## src/rtl/edss_pkg.sv

```systemverilog
package edss_pkg;

    localparam int STATUS_W    = 32;
    localparam int QID_FIELD_W = 8;

    typedef enum logic [2:0] {
        INIT_IDLE,
        INIT_CLR,
        INIT_DEND,
        INIT_SEND,
        INIT_FIN
    } init_state_t;

    // status word: bit0 rx active, bit1 tx active, bit2 pending, [11:4] queue index
    typedef struct packed {
        logic [19:0]            rsvd_hi;
        logic [QID_FIELD_W-1:0] qid;
        logic                   rsvd3;
        logic                   pend;
        logic                   tx_act;
        logic                   rx_act;
    } status_t;

    function automatic status_t pack_status(input logic rx, input logic tx,
                                            input logic pend,
                                            input logic [QID_FIELD_W-1:0] qid);
        status_t s;
        s         = '0;
        s.rx_act  = rx;
        s.tx_act  = tx;
        s.pend    = pend;
        s.qid     = qid;
        return s;
    endfunction

endpackage

```

## src/rtl/edss_rx_init.sv

```systemverilog
module edss_rx_init
    import edss_pkg::*;
#(
    parameter int ADDR_W = 32,
    parameter int CNT_W  = 8
) (
    input  logic              clk,
    input  logic              rst,
    input  logic              rx_en,
    input  logic              rx_rst,
    input  logic              rxd_enq,
    input  logic              rxs_enq,
    input  logic [ADDR_W-1:0] rxd_base,
    input  logic [ADDR_W-1:0] rxd_len,
    input  logic [ADDR_W-1:0] rxs_base,
    input  logic [ADDR_W-1:0] rxs_len,
    output logic              rx_act,
    output logic [ADDR_W-1:0] rxd_end,
    output logic [ADDR_W-1:0] rxs_end,
    output logic [CNT_W-1:0]  rxd_cnt,
    output logic [CNT_W-1:0]  rxs_cnt
);
    init_state_t state;
    logic        armed;

    always_ff @(posedge clk) begin
        if (rst) begin
            state   <= INIT_IDLE;
            armed   <= 1'b1;
            rx_act  <= 1'b0;
            rxd_end <= '0;
            rxs_end <= '0;
            rxd_cnt <= '0;
            rxs_cnt <= '0;
        end else if (rx_rst) begin
            state  <= INIT_IDLE;
            armed  <= 1'b1;
            rx_act <= 1'b0;
        end else begin
            unique case (state)
                INIT_IDLE: begin
                    if (rx_en && armed) begin
                        state <= INIT_CLR;
                        armed <= 1'b0;
                    end
                    if (rx_act && rxd_enq) rxd_cnt <= rxd_cnt + 1'b1;
                    if (rx_act && rxs_enq) rxs_cnt <= rxs_cnt + 1'b1;
                end
                INIT_CLR: begin
                    rxd_cnt <= '0;
                    rxs_cnt <= '0;
                    state   <= INIT_DEND;
                end
                INIT_DEND: begin
                    rxd_end <= rxd_base + rxd_len;
                    state   <= INIT_SEND;
                end
                INIT_SEND: begin
                    rxs_end <= rxs_base + rxs_len;
                    state   <= INIT_FIN;
                end
                INIT_FIN: begin
                    rx_act <= 1'b1;
                    state  <= INIT_IDLE;
                end
                default: state <= INIT_IDLE;
            endcase
        end
    end

    AST_ACT_CNT_ZERO: assert property (@(posedge clk) disable iff (rst)
        $rose(rx_act) |-> (rxd_cnt == '0 && rxs_cnt == '0));
    AST_ACT_LATENCY: assert property (@(posedge clk) disable iff (rst)
        $rose(rx_act) |-> $past(rx_en, 5));
    AST_RST_DROPS_ACT: assert property (@(posedge clk) disable iff (rst)
        rx_rst |=> !rx_act);

endmodule

```

## src/rtl/edss_tx_track.sv

```systemverilog
module edss_tx_track (
    input  logic clk,
    input  logic rst,
    input  logic tx_en,
    input  logic tx_dis,
    input  logic tx_halted,
    output logic tx_act
);
    logic dis_pend;

    always_ff @(posedge clk) begin
        if (rst) begin
            tx_act   <= 1'b0;
            dis_pend <= 1'b0;
        end else if (dis_pend) begin
            if (tx_halted) begin
                tx_act   <= 1'b0;
                dis_pend <= 1'b0;
            end
        end else if (tx_dis && tx_act) begin
            dis_pend <= 1'b1;
        end else if (tx_en) begin
            tx_act <= 1'b1;
        end
    end

    AST_TX_FALL_NEEDS_HALT: assert property (@(posedge clk) disable iff (rst)
        $fell(tx_act) |-> $past(tx_halted));
    AST_TX_EN_SETS: assert property (@(posedge clk) disable iff (rst)
        (tx_en && !tx_act && !tx_dis) |=> tx_act);

endmodule

```

## src/rtl/edss_fifo_sweep.sv

```systemverilog
module edss_fifo_sweep #(
    parameter int NUM_FIFO = 4,
    localparam int QID_W   = (NUM_FIFO > 1) ? $clog2(NUM_FIFO) : 1
) (
    input  logic                clk,
    input  logic                rst,
    input  logic                start,
    input  logic [NUM_FIFO-1:0] serviced,
    input  logic [NUM_FIFO-1:0] empty,
    output logic                pend,
    output logic [QID_W-1:0]    qid
);
    localparam logic [QID_W-1:0] LAST_Q = QID_W'(NUM_FIFO - 1);

    logic [NUM_FIFO-1:0] done_vec;
    logic                cur_done;

    assign done_vec = serviced | empty;
    assign cur_done = done_vec[qid];

    always_ff @(posedge clk) begin
        if (rst) begin
            pend <= 1'b0;
            qid  <= '0;
        end else if (!pend) begin
            if (start) begin
                pend <= 1'b1;
                qid  <= '0;
            end
        end else if (cur_done) begin
            if (qid == LAST_Q) begin
                pend <= 1'b0;
                qid  <= '0;
            end else begin
                qid <= qid + 1'b1;
            end
        end
    end

    AST_QID_IDLE_ZERO: assert property (@(posedge clk) disable iff (rst)
        !pend |-> (qid == '0));
    AST_PEND_SET: assert property (@(posedge clk) disable iff (rst)
        (start && !pend) |=> pend);
    AST_NO_RESTART: assert property (@(posedge clk) disable iff (rst)
        (pend && start && !cur_done) |=> (qid == $past(qid)));

endmodule

```

## src/rtl/eth_dma_status_seq.sv

```systemverilog
module eth_dma_status_seq
    import edss_pkg::*;
#(
    parameter int NUM_FIFO = 4,
    parameter int ADDR_W   = 32,
    parameter int CNT_W    = 8
) (
    input  logic                clk,
    input  logic                rst,
    input  logic                cmd_rx_en,
    input  logic                cmd_rx_rst,
    input  logic                cmd_tx_en,
    input  logic                cmd_tx_dis,
    input  logic                cmd_man_xfer,
    input  logic                tx_halted,
    input  logic [NUM_FIFO-1:0] fifo_serviced,
    input  logic [NUM_FIFO-1:0] fifo_empty,
    input  logic                rxd_enq,
    input  logic                rxs_enq,
    input  logic [ADDR_W-1:0]   rxd_base,
    input  logic [ADDR_W-1:0]   rxd_len,
    input  logic [ADDR_W-1:0]   rxs_base,
    input  logic [ADDR_W-1:0]   rxs_len,
    output logic [31:0]         status,
    output logic [ADDR_W-1:0]   rxd_end,
    output logic [ADDR_W-1:0]   rxs_end,
    output logic [CNT_W-1:0]    rxd_cnt,
    output logic [CNT_W-1:0]    rxs_cnt
);
    localparam int QID_W = (NUM_FIFO > 1) ? $clog2(NUM_FIFO) : 1;

    logic             rx_act;
    logic             tx_act;
    logic             sw_pend;
    logic [QID_W-1:0] sw_qid;
    status_t          stat_s;

    edss_rx_init #(.ADDR_W(ADDR_W), .CNT_W(CNT_W)) u_rx (
        .clk(clk), .rst(rst), .rx_en(cmd_rx_en), .rx_rst(cmd_rx_rst),
        .rxd_enq(rxd_enq), .rxs_enq(rxs_enq),
        .rxd_base(rxd_base), .rxd_len(rxd_len),
        .rxs_base(rxs_base), .rxs_len(rxs_len),
        .rx_act(rx_act), .rxd_end(rxd_end), .rxs_end(rxs_end),
        .rxd_cnt(rxd_cnt), .rxs_cnt(rxs_cnt)
    );

    edss_tx_track u_tx (
        .clk(clk), .rst(rst), .tx_en(cmd_tx_en), .tx_dis(cmd_tx_dis),
        .tx_halted(tx_halted), .tx_act(tx_act)
    );

    edss_fifo_sweep #(.NUM_FIFO(NUM_FIFO)) u_sweep (
        .clk(clk), .rst(rst), .start(cmd_man_xfer),
        .serviced(fifo_serviced), .empty(fifo_empty),
        .pend(sw_pend), .qid(sw_qid)
    );

    assign stat_s = pack_status(rx_act, tx_act, sw_pend, QID_FIELD_W'(sw_qid));
    assign status = stat_s;

    AST_RX_ACT_HOLDS: assert property (@(posedge clk) disable iff (rst)
        (status[0] && !cmd_rx_rst) |=> status[0]);

endmodule

```

## config.mk

```make
export PLATFORM = sky130hd
export DESIGN_NAME = eth_dma_status_seq
export DESIGN_NICKNAME = d
export VERILOG_FILES = /design/src/rtl/edss_pkg.sv /design/src/rtl/edss_rx_init.sv /design/src/rtl/edss_tx_track.sv /design/src/rtl/edss_fifo_sweep.sv /design/src/rtl/eth_dma_status_seq.sv
export SDC_FILE = /design/constraint.sdc
export NUM_CORES = 1
export LEC_CHECK = 0
export ABC_AREA = 1
export BUFFER_PORTS_ARGS = -buffer_cell sky130_fd_sc_hd__buf_4
export CAP_MARGIN = 5
export CORE_MARGIN = 3
export CORE_UTILIZATION = 53
export DETAILED_ROUTE_END_ITERATION = 10
export HOLD_SLACK_MARGIN = 0.1
export PLACE_DENSITY = 0.84
export SYNTH_ARGS = -nofsm -noshare
export SYNTH_HDL_FRONTEND = slang
export SYNTH_SLANG_ARGS = --single-unit
```

## constraint.sdc

```tcl
create_clock -name clk -period 3 [get_ports clk]
set_clock_uncertainty 0.15 [all_clocks]
set_input_delay 0.6 -clock clk [delete_from_list [all_inputs] [get_ports clk]]
set_output_delay 0.6 -clock clk [all_outputs]
set_load 0.01 [all_outputs]
```

==> impl_metrics.toml, run 1 <==
[timing]
rsz0062_at_grt = "false"
worst_pin_slew_ps = 759
setup-tns-final_ps = 0
min_period_over_period = 0.764
maxSlewHeadroom = 0.493
fin_crit_ps = 2290
max_freq_mhz = 437
drv_slew = 0
hold_viol = 0
setup_violations = 0
hold_slack_ps = 305

[critical_path]
cp_max_fo = 4
required_ps = 3100
crit_arrival_ps = 2390
criticalPathCategory = "in -> reg"
worstSetupStartpointType = "primary input"
critPathCaptureType = "flip-flop"

[hold_path]
worst_hold_path_type = "reg -> reg"

[placed_design]
dpl-instance-area_sq_mm = 0.0104
place_inst = 1931
io_buffers = 230
dp_hpwl_mm = 20.5
place_congestion = 0.955

[synthesis]
yosysTopAreaCellShare = 0.213
yosysMostFrequentCell = "nand2_1"
synth_top_cell_by_area = "nand2_1"
avgSynthCellArea_sq_um = 5.69
ys_seq_elements = 90
netlist_instances = 1510
synth_area_sq_mm = 0.00859
ys_types = 40
synth_edf_count = 0
ys_warn_count = 0
synth-async-reset-ratio = 0
ys_dominant_reg_cell = "dfxtp_1"
synth_common_cells = "nand2_1, inv_1, nor2_1, dfxtp_1, nand3_1"
synth_seq_area_share = 0.210
netlist_top_cells_area = "nand2_1, dfxtp_1, inv_1"

[global_routing]
grt_first_pass_wirelength_mm = 40.4
globalRouteOverflowTotal = 0
grt_max_degree = 39
antenna_found_initial = 0
gr-usage-all-layers = 0.273
grt_pass1_vias = 8601

[floorplan]
die_h_um = 133
start_util = 0.552
io_pins = 258
core_sq_mm = 0.0155
die_area_sq_mm = 0.0178
die_w_um = 133
row_count = 45

[route]
viasPerCell = 4.88
drtIter0Drc = 667
dr.pass1.iters = 5
via_count = 9505
drc = 0
totalWireLength_mm = 24.8
antenna_left = 0
wl_per_cell_um = 12.8

[clock_tree]
clk_pin_slew_ps = 70
cts_max_level = 3
clockBufferDepth = 2
post-cts-setup-buffers = 0
cts_sinks = 90
ctsHoldBuffers = 0
cts_buffers = 9
clock_latency_ps = 360
cts_tree = "yes"
cts_root_buf = "clkbuf_16"
cts_resized = 0

[pwr]
p_leak_uw = 0.00639
total_power_uw = 3600
vdd.ir_drop.worst_mv = 0.266
powerDensity_mw_per_mm2 = 336

[cells_and_area]
syn_to_final_growth_pct = 24.7
layout-drive-gt1-share = 0.165
stdcell_count = 1947
nets = 1944
diodes = 0
design_area_sq_mm = 0.0107

[run]
cap_violations = 0

[run_status]
status = "completed"
-- power by group --
group          switching, uW  internal [uW]  total, uW
Combinational            710            466       1180
Sequential              13.8           1210       1220
Clock                    539            657       1200
Total                   1260           2330       3600
-- metrics by stage --
step,worst slack [ps],utilization
3_5_place_dp,423,0.669
3_3_place_gp,469,0.669
4_1_cts,748,0.689
6_report,709,0.689
5_1_grt,564,0.689
2_1_floorplan,700,-
-- flip-flops by register name, indices dropped and copies added, names as in the netlist --
register       flops
u_rx.rx_act        1
u_rx.rxd_end      32
u_rx.rxs_cnt       8
u_sweep.pend       1
u_rx.rxs_end      32
u_tx.dis_pend      1
u_rx.armed         1
u_rx.rxd_cnt       8
u_tx.tx_act        1
u_sweep.qid        2
u_rx.state         3
-- critical path: stages --
cell and delay, ps:
buf_4 110, ha_1 230, fa_1 450, nand3_1 120
nand3_1 160, nand3_1 110, nand3_1 150, nand3_1 130
nand2_1 60, nand2_1 70, nand3_1 70, nand2_1 70
inv_1 50
-- worst paths after layout --
check                                    from               end  slack [ps]  cells past startpoint
worst max register to register  u_rx.state[1]  u_rx.rxs_end[18]         970                      9
worst max-delay path              rxs_base[0]  u_rx.rxs_end[20]         710                     13
worst min-delay path               u_rx.armed        u_rx.armed         300                      2
worst min register to register     u_rx.armed        u_rx.armed         300                      2
-- logic make-up (layout without fill, tap and decap cells) --
group,Yosys count,after routing,share of synthesized area
buffers and inverters,351,551,0.170
DFF,90,90,0.210
AOI/OAI and AO/OA,132,132,0.0867
and+or+nand+nor,840,840,0.404
other,1,27,0.000437
xor gates and xnor gates,29,29,0.0296
adders and majority gates,67,67,0.0994
-- cell usage in the layout, fill, tap and decap left out, drive strengths merged, types with 3 or more instances in the layout --
master / n
inv: 302
o21bai: 6
xnor2: 9
o21ai: 43
buf: 235
xor2: 20
a211oi: 4
nand4: 7
clkbuf: 10
dfxtp: 90
nor2: 223
nor3b: 4
nand2: 496
ha: 65
a21o: 3
a21oi: 69
conb: 27
nand3: 94
nor3: 12
-- per-layer routing --
metal	vias to the layer above	global-route usage	routed length, um	share of wire
met5	-	0	0	0
met4	0	0.0577	371	0.015
met3	30	0.0608	1820	0.073
met2	285	0.471	11600	0.47
met1	4213	0.350	11100	0.45
li1	4977	-	-	-
-- area by class of cell --
type,instances,area [sq um]
inverter,300,1130
sequential,90,1800
clock buffer,10,229
multi-input combinational,1095,5420
timing repair buffer,235,1790
clock inverter,6,73.8
fill,1458,4840
tap,211,264
No activity file was read; power rests on OpenSTA's default activity.
==> inputs of run 2 (changes only) <==
--- a/config.mk
+++ b/config.mk
@@ -9,10 +9,10 @@
 export BUFFER_PORTS_ARGS = -buffer_cell sky130_fd_sc_hd__buf_4
 export CAP_MARGIN = 5
 export CORE_MARGIN = 3
-export CORE_UTILIZATION = 53
+export CORE_UTILIZATION = 48
 export DETAILED_ROUTE_END_ITERATION = 10
 export HOLD_SLACK_MARGIN = 0.1
-export PLACE_DENSITY = 0.84
+export PLACE_DENSITY = 0.8
 export SYNTH_ARGS = -nofsm -noshare
 export SYNTH_HDL_FRONTEND = slang
 export SYNTH_SLANG_ARGS = --single-unit
==> constraint.sdc (replaced) <==
create_clock -name clk -period 2 [get_ports clk]
set_clock_uncertainty 0.15 [all_clocks]
set_input_delay 0.4 -clock clk [delete_from_list [all_inputs] [get_ports clk]]
set_output_delay 0.4 -clock clk [all_outputs]
set_load 0.01 [all_outputs]
==> impl_metrics.toml, run 2 (synthesis results as in run 1) <==
[cells_and_area]
nets = 2050
top_regs = "u_rx.rxd_end (32), u_rx.rxs_end (32)"
layout_common_cells = "nand2_1, buf_4, inv_1"
syn_to_final_growth_pct = 34.8
fillers = 1620
fin_util = 0.665
stdcell_count = 2067
diodes = 0
layout-drive-gt1-share = 0.223
layout_commonest_cell = "nand2_1"

[route]
viasPerCell = 4.80
drtIter0Drc = 494
drc = 0
via_count = 9912
dr.pass1.iters = 5
wl_per_cell_um = 12.6
antenna_left = 0
totalWireLength_mm = 26.1

[global_routing]
grt_max_degree = 55
gr-usage-all-layers = 0.256
antenna_found_initial = 0
grt_first_pass_wirelength_mm = 41.8
grt_pass1_vias = 8984
globalRouteOverflowTotal = 0

[floorplan]
die_area_sq_mm = 0.0195
io_pins = 258
start_util = 0.493
die_w_um = 140
core_sq_mm = 0.0174
die_h_um = 140
row_count = 48

[pwr]
p_leak_uw = 0.00692
power.internal_uw = 3670
clkPwrFrac = 0.308
power_switching_uw = 2000
vdd.ir_drop.worst_mv = 0.439
pwr-share-comb = 0.369
seqPwrFrac = 0.324
powerDensity_mw_per_mm2 = 490
switching_share = 0.353

[critical_path]
critPathCaptureType = "flip-flop"
timing.rr.start = "u_rx.state[1]"
required_ps = 2110
worstSetupStartpointType = "primary input"
criticalPathCategory = "in -> reg"
crit_arrival_ps = 2000
worstRegToRegCells = 8
r2r_end = "u_rx.rxd_end[5]"
r2r_slack_ps = 220
cp_max_fo = 4

[clock_tree]
cts_max_level = 3
cts_tree = "yes"
cts_buffers = 9
clock_latency_ps = 350
clk_pin_slew_ps = 80
clockBufferDepth = 2
cts_root_buf = "clkbuf_16"
cts_sinks = 90
ctsHoldBuffers = 0

[timing]
max_freq_mhz = 528
hold_viol = 0
setup_slack_ps = 107
maxSlewHeadroom = 0.514
min_period_over_period = 0.947
setup_violations = 0
drv_slew = 0
worst_pin_slew_ps = 728
setup-tns-final_ps = 0
fin_crit_ps = 1890

[hold_path]
hold_path_end = "u_tx.tx_act"
hold_path_depth = 3
hold_start = "cmd_tx_en"
worst_hold_path_type = "in -> reg"

[run_status]
status = "completed"

[placed_design]
dp_hpwl_mm = 21.2
place_congestion = 0.986
post-place-ws_ps = -258
place_inst = 2050
io_buffers = 230

[run]
cap_violations = 0
## run 2: cell count changes in the layout (fill, tap and decap cells not counted), moves of 2 or more
cell	before	now
nand3_1	86	80
fa_2	0	2
a21oi_1	67	63
nand2_1	487	485
fa_1	2	0
nand2_2	6	8
buf_4	233	339
nand3_2	8	14
a21oi_2	0	4
## run 2: metal layers
metal  share of wire  vias to the layer above  global-route usage
met5               0                        -                   0
met1            0.45                     4383               0.337
met4           0.014                        0              0.0576
met2            0.47                      308               0.442
met3           0.064                       30              0.0385
li1                -                     5191                   -
## run 2: what timing repair did
action	CTS	global route
gates resized for setup	0	12
buffers inserted	0	1
endpoints found under the setup margin	0	12
## run 2: area by class of cell
type	count	area, sq um	share of cell area
Clock buffer	10	239	0.0206
Clock inverter	6	55.1	0.00476
Tap cell	225	282	0.0243
Multi-Input combinational cell	1095	5490	0.474
Sequential cell	90	1800	0.156
Timing Repair Buffer	341	2580	0.223
Inverter	300	1130	0.0973
## run 2: critical path: stages
cell	delay, ps
buf_4	110
ha_1	240
fa_2	400
nand3_1	120
nand3_2	120
nand3_1	120
nand3_2	110
nand2_1	110
nand2_1	50
nand2_1	60
nand3_1	60
nand2_1	60
inv_1	30
## run 2: through the flow
| stage | total power, uW | hold slack [ps] | area (sq um) |
|---|---|---|---|
| 3_5_place_dp | 3920 | 301 | 11200 |
| 6_report | 5670 | 143 | 11600 |
| 3_3_place_gp | 3880 | 291 | 11200 |
| 5_1_grt | 6020 | 143 | 11600 |
| 4_1_cts | 5650 | 131 | 11500 |
| 2_1_floorplan | 3080 | 281 | 8700 |
## run 2: worst max path at each step
| stage | cells after the start | from | end |
|---|---|---|---|
| 2_1_floorplan | 10 | rxs_base[0] | u_rx.rxs_end[16] |
| 3_3_place_gp | 13 | rxs_base[0] | u_rx.rxs_end[20] |
| 3_5_place_dp | 13 | rxs_base[0] | u_rx.rxs_end[28] |
| 4_1_cts | 13 | rxs_base[0] | u_rx.rxs_end[28] |
| 5_1_grt | 15 | rxd_base[10] | u_rx.rxd_end[22] |
| 6_report | 13 | rxs_base[0] | u_rx.rxs_end[28] |
## run 2: power groups by stage
| stage | sequential, uW | clock, uW | combinational [uW] |
|---|---|---|---|
| 2_1_floorplan | 1880 | 0 | 1200 |
| 5_1_grt | 1840 | 1840 | 2340 |
| 3_3_place_gp | 1880 | 0 | 2010 |
| 6_report | 1840 | 1750 | 2090 |
| 3_5_place_dp | 1880 | 0 | 2040 |
| 4_1_cts | 1840 | 1760 | 2050 |
